===== config.mk =====
export PLATFORM = sky130hd
export DESIGN_NAME = wsi_wait_inserter
export DESIGN_NICKNAME = d
export VERILOG_FILES = /design/src/rtl/wsi_pkg.sv /design/src/rtl/wsi_slot_phase.sv /design/src/rtl/wsi_access_detect.sv /design/src/rtl/wsi_wait_seq.sv /design/src/rtl/wsi_wait_inserter.sv
export SDC_FILE = /design/constraint.sdc
export NUM_CORES = 1
export LEC_CHECK = 0
export BUFFER_PORTS_ARGS = -buffer_cell sky130_fd_sc_hd__buf_2
export CELL_PAD_IN_SITES_DETAIL_PLACEMENT = 1
export CELL_PAD_IN_SITES_GLOBAL_PLACEMENT = 1
export CORE_AREA = 2 2 39 41
export CTS_CLUSTER_DIAMETER = 80
export DETAILED_ROUTE_END_ITERATION = 16
export DIE_AREA = 0 0 41 43
export PLACE_DENSITY_LB_ADDON = 0.15
export SYNTH_ARGS = -nofsm -noshare
export SYNTH_HDL_FRONTEND = slang
export SYNTH_SLANG_ARGS = --single-unit

===== constraint.sdc =====
create_clock -name clk -period 1.2 [get_ports clk]
set_input_delay 0.06 -clock clk [delete_from_list [all_inputs] [get_ports clk]]
set_output_delay 0.06 -clock clk [all_outputs]
set_load 0.01 [all_outputs]

===== src/rtl/wsi_pkg.sv =====
package wsi_pkg;

  typedef enum logic [1:0] {
    WM_NONE  = 2'd0,
    WM_FETCH = 2'd1,
    WM_ANY   = 2'd2,
    WM_SLOT  = 2'd3
  } wait_mode_e;

  // Number of policy waits chosen at the recognition edge.
  function automatic int unsigned policy_waits(wait_mode_e m, logic is_fetch,
                                               int unsigned phase,
                                               int unsigned slot_len,
                                               int unsigned extra);
    int unsigned w;
    case (m)
      WM_NONE:  w = 0;
      WM_FETCH: w = is_fetch ? extra : 0;
      WM_ANY:   w = extra;
      default:  w = slot_len - 1 - phase;
    endcase
    return w;
  endfunction

endpackage


===== src/rtl/wsi_slot_phase.sv =====
module wsi_slot_phase #(
  parameter int SLOT_LEN = 4,
  parameter int PH_W     = 2
) (
  input  logic            clk,
  input  logic            rst_n,
  output logic [PH_W-1:0] phase
);
  logic [PH_W-1:0] phase_q;

  generate
    if ((1 << PH_W) == SLOT_LEN) begin : g_pow2
      always_ff @(posedge clk) begin
        if (!rst_n) phase_q <= '0;
        else        phase_q <= phase_q + PH_W'(1);
      end
    end else begin : g_wrap
      always_ff @(posedge clk) begin
        if (!rst_n)                             phase_q <= '0;
        else if (phase_q == PH_W'(SLOT_LEN-1))  phase_q <= '0;
        else                                    phase_q <= phase_q + PH_W'(1);
      end
    end
  endgenerate

  assign phase = phase_q;
endmodule


===== src/rtl/wsi_access_detect.sv =====
module wsi_access_detect (
  input  logic clk,
  input  logic rst_n,
  input  logic m1_n,
  input  logic mreq_n,
  input  logic iorq_n,
  input  logic rd_n,
  input  logic wr_n,
  output logic access_start,
  output logic fetch_start
);
  logic access_now;
  logic access_q;

  assign access_now = !mreq_n && iorq_n && (!rd_n || !wr_n);

  always_ff @(posedge clk) begin
    if (!rst_n) access_q <= 1'b0;
    else        access_q <= access_now;
  end

  assign access_start = access_now && !access_q;
  assign fetch_start  = access_start && !m1_n;
endmodule


===== src/rtl/wsi_wait_seq.sv =====
module wsi_wait_seq #(
  parameter int CNT_W = 2
) (
  input  logic             clk,
  input  logic             rst_n,
  input  logic             start,
  input  logic [CNT_W-1:0] base,
  input  logic             mem_ready,
  output logic             hold
);
  logic             hold_q;
  logic [CNT_W-1:0] left_q;

  always_ff @(posedge clk) begin
    if (!rst_n) begin
      hold_q <= 1'b0;
      left_q <= '0;
    end else if (start) begin
      hold_q <= (base != '0) || !mem_ready;
      left_q <= (base != '0) ? base - CNT_W'(1) : '0;
    end else if (hold_q) begin
      if (left_q != '0)   left_q <= left_q - CNT_W'(1);
      else if (mem_ready) hold_q <= 1'b0;
    end
  end

  assign hold = hold_q;
endmodule


===== src/rtl/wsi_wait_inserter.sv =====
module wsi_wait_inserter #(
  parameter int SLOT_LEN    = 4,
  parameter int EXTRA_WAITS = 1
) (
  input  logic       clk,
  input  logic       rst_n,
  input  logic [1:0] mode,
  input  logic       m1_n,
  input  logic       mreq_n,
  input  logic       iorq_n,
  input  logic       rd_n,
  input  logic       wr_n,
  input  logic       mem_ready,
  output logic       wait_n
);
  import wsi_pkg::*;

  localparam int PH_W  = (SLOT_LEN > 1) ? $clog2(SLOT_LEN) : 1;
  localparam int MAX_W = (SLOT_LEN - 1 > EXTRA_WAITS) ? SLOT_LEN - 1 : EXTRA_WAITS;
  localparam int CNT_W = (MAX_W > 0) ? $clog2(MAX_W + 1) : 1;

  logic [PH_W-1:0]  slot_phase;
  logic             access_start;
  logic             fetch_start;
  logic [CNT_W-1:0] base_waits;
  logic             hold;

  wsi_slot_phase #(.SLOT_LEN(SLOT_LEN), .PH_W(PH_W)) phase_i (
    .clk   (clk),
    .rst_n (rst_n),
    .phase (slot_phase)
  );

  wsi_access_detect detect_i (
    .clk          (clk),
    .rst_n        (rst_n),
    .m1_n         (m1_n),
    .mreq_n       (mreq_n),
    .iorq_n       (iorq_n),
    .rd_n         (rd_n),
    .wr_n         (wr_n),
    .access_start (access_start),
    .fetch_start  (fetch_start)
  );

  assign base_waits = CNT_W'(policy_waits(wait_mode_e'(mode), fetch_start,
                                          int'(slot_phase), SLOT_LEN, EXTRA_WAITS));

  wsi_wait_seq #(.CNT_W(CNT_W)) seq_i (
    .clk       (clk),
    .rst_n     (rst_n),
    .start     (access_start),
    .base      (base_waits),
    .mem_ready (mem_ready),
    .hold      (hold)
  );

  assign wait_n = !hold;
endmodule


==> out/qor.yml <==
synth:
  synthXorXnorAreaFrac_pct: 5.49
  synth.yosys.warnings: 0
  avgSynthCellArea_um2: 9.67
  yosys.area_share.simple_pct: 33.3
  seq_area_frac_synth_pct: 37.6
  synth_cell_types: 17
  synthMuxAreaShare_pct: 0
  synth_compound_area_share_pct: 16.1
  ys_ff_latch: 6
  syn_area_um2: 319
  postSynthCellCount: 33
  yosys.area_share.adder_pct: 3.92
  synth_top_family_by_area: "simple AND/OR/NAND/NOR gates"
  synth_fp_nets: 44
sta:
  max_slew.worst_pin.slew_ps: 212
  setup_tns_ps: 0
  setup_violations: 0
  relSlewSlack_pct: 85.8
  post-route-min-period_ps: 1150
  hold_viol: 0
  clock.fmax_mhz: 869
  clock_skew_ps: 5.10
  drv_slew: 0
  finalCritPeriodShare_pct: 95.9
global_routing:
  grtUsageMet2_pct: 16.3
  grt_usage_pct: 10.5
  antenna_found_initial: 0
  grt_use_met3_pct: 3.14
  grt_max_degree: 7
  grt-ovfl-total: 0
  met1_usage_pct: 11.9
  grt_most_used_layer: "met2"
  grt_pass1_vias: 304
  grt_pass1_wl_mm: 1.20
floorplan:
  ios: 11
  rows: 14
  coreArea_mm2: 0.00138
  die-area_mm2: 0.00176
  die_y_um: 43
  die_width_um: 41
  initial_core_util_pct: 23.1
final_layout:
  final_nets: 64
  post-route-util_pct: 34.3
  antennaDiodeCount: 0
  area.growth.synth_to_final_pct: 48.6
  drive_gt1_share_pct: 49.0
  n_fill_cell: 170
clock_tree:
  clk_latency_ps: 240
  path_clk_slew_ps: 50
  cts_tree: "yes"
  cts_num_sinks: 6
  postCtsHoldBufs: 0
  htreeDepth: 1
  cts-root-buf: "clkbuf_4"
  cts_buffer_depth: 2
  cts_made_buffers: 3
drt:
  routedWlPerCell_um: 11.2
  drc_errors: 0
  drt-total-wl_um: 753
  ant_nets: 0
  vias_per_cell: 4.42
  drtIter0Drc: 0
  vias: 296
  dr.pass1.iters: 1
status:
  outcome: "complete, no violations"
power_and_ir_drop:
  power_density_mw_per_mm2: 1010
  p_total_uw: 481
  ir_drop_mv: 0.542
  power_frac_comb_pct: 16.5
  swShare_pct: 23.5
  power_frac_seq_pct: 45.1
  p_leak_uw: 0.000197
  clock_power_share_pct: 38.4
  intPower_uw: 368
  power.net_switching_uw: 113
worst_setup_path:
  cp-start-kind: "flop"
  crit_required_ps: 1330
  critPathMaxFanout: 3
  cp-end-kind: "flop"
  path_cells: "inv_1 -> ha_4 -> nor2b_4 -> xnor2_1 -> nor2_1 -> o21a_1"
  cpPeakStageDelay_ps: 330
  crit_path_top_delay_cell: "dfxtp_1"
  worstPathArrival_ps: 1280
  crit_type: "reg -> reg"
placed_design:
  io_buffers: 10
  gp_congestion: 0.655
  dp_hpwl_um: 567
job:
  maxCapViolCount: 0
worst_hold_path:
  hp-class: "in -> reg"
[cell usage after synthesis (all sizes together)]
| cell type | instances | share of area (%) |
|---|---|---|
| a211oi | 2 | 4.7 |
| a21boi | 1 | 2.4 |
| and2 | 1 | 2.0 |
| and3 | 1 | 2.4 |
| and4b | 1 | 3.5 |
| and4bb | 1 | 5.1 |
| dfxtp | 6 | 38 |
| ha | 1 | 3.9 |
| inv | 3 | 3.5 |
| nand2 | 3 | 3.5 |
| nor2 | 3 | 3.5 |
| nor2b | 3 | 5.9 |
| nor4b | 1 | 7.5 |
| o21a | 3 | 7.1 |
| o22ai | 1 | 2.0 |
| xnor2 | 1 | 2.7 |
| xor2 | 1 | 2.7 |
[stage by stage]
stage | area [µm²] | worst slack (ps) | instances | hold slack [ps]
finish | 474 | 49.6 | 67 | 96.2
global route | 474 | -13.9 | 67 | 103
CTS | 447 | 32.1 | 66 | 93.1
detailed placement | 419 | -58.5 | 63 | 358
global placement | 419 | -59.7 | 63 | 349
floorplan | 319 | 6.12 | 33 | 177
[logic make-up (layout without fill, tap and decap cells)]
group,Yosys count,in the layout
and+or+nand+nor,14,14
DFF,6,6
buffers and inverters,3,21
adders and majority gates,1,1
xor gates and xnor gates,2,2
AOI/OAI and AO/OA,7,7
[power by group through the flow]
stage	registers (µW)	logic, µW	clock network [µW]
after floorplan	224	32.6	0
after CTS	217	76.5	198
final	217	79.3	185
after global routing	219	88.5	212
after detailed placement	221	74.5	0
after global placement	220	70.4	0
[critical path, delay by kind of cell, from the launching register on]
kind                       cells  cell delay, ps
buffers and inverters          1              70
AOI/OAI and AO/OA              1             160
adders and majority gates      1             170
DFF                            1             330
and+or+nand+nor                2             180
xor gates and xnor gates       1             130
[layout by cell type (no fill, tap or decap), drive strengths merged, types with 2 or more instances in the layout]
master  count
buf        15
dfxtp       6
inv         3
nand2       3
nor2        3
o21a        3
clkbuf      3
nor2b       3
a211oi      2
[timing repair]
item | 4_1_cts | 5_1_grt
pin swaps | 1 | 0
setup buffers | 0 | 1
cloned | 0 | 0
resized for setup | 2 | 3
endpoints found under the setup margin | 2 | 2
[state kept, by name, summed over array words and instances, names as in the netlist]
signal	cells
detect_i.access_q	1
phase_i.phase	2
seq_i.hold	1
seq_i.left_q	2
[worst paths after layout]
kind | start | endpoint | slack, ps | cells after the start
max | seq_i.left_q[0] | seq_i.left_q[0] | 50 | 6
min | rst_n | seq_i.left_q[1] | 100 | 2
max reg2reg | seq_i.left_q[0] | seq_i.left_q[0] | 50 | 6
min reg2reg | phase_i.phase[0] | phase_i.phase[0] | 560 | 2
[cell type report]
type | count | area [µm²] | area share (%)
Multi-Input combinational cell | 24 | 213 | 44.9
Sequential cell | 6 | 120 | 25.3
Timing Repair Buffer | 15 | 87.6 | 18.5
Tap cell | 16 | 20.0 | 4.22
Inverter | 3 | 11.3 | 2.37
Clock buffer | 3 | 22.5 | 4.75
[per-layer routing]
metal	share of wire [%]	wire length, µm	up-vias
met2	56	424	8
met1	37	279	136
met4	0	0	0
met3	6.5	49	0
met5	0	0	-
li1	-	-	152
Note: power is estimated with default switching activity, not from simulation.
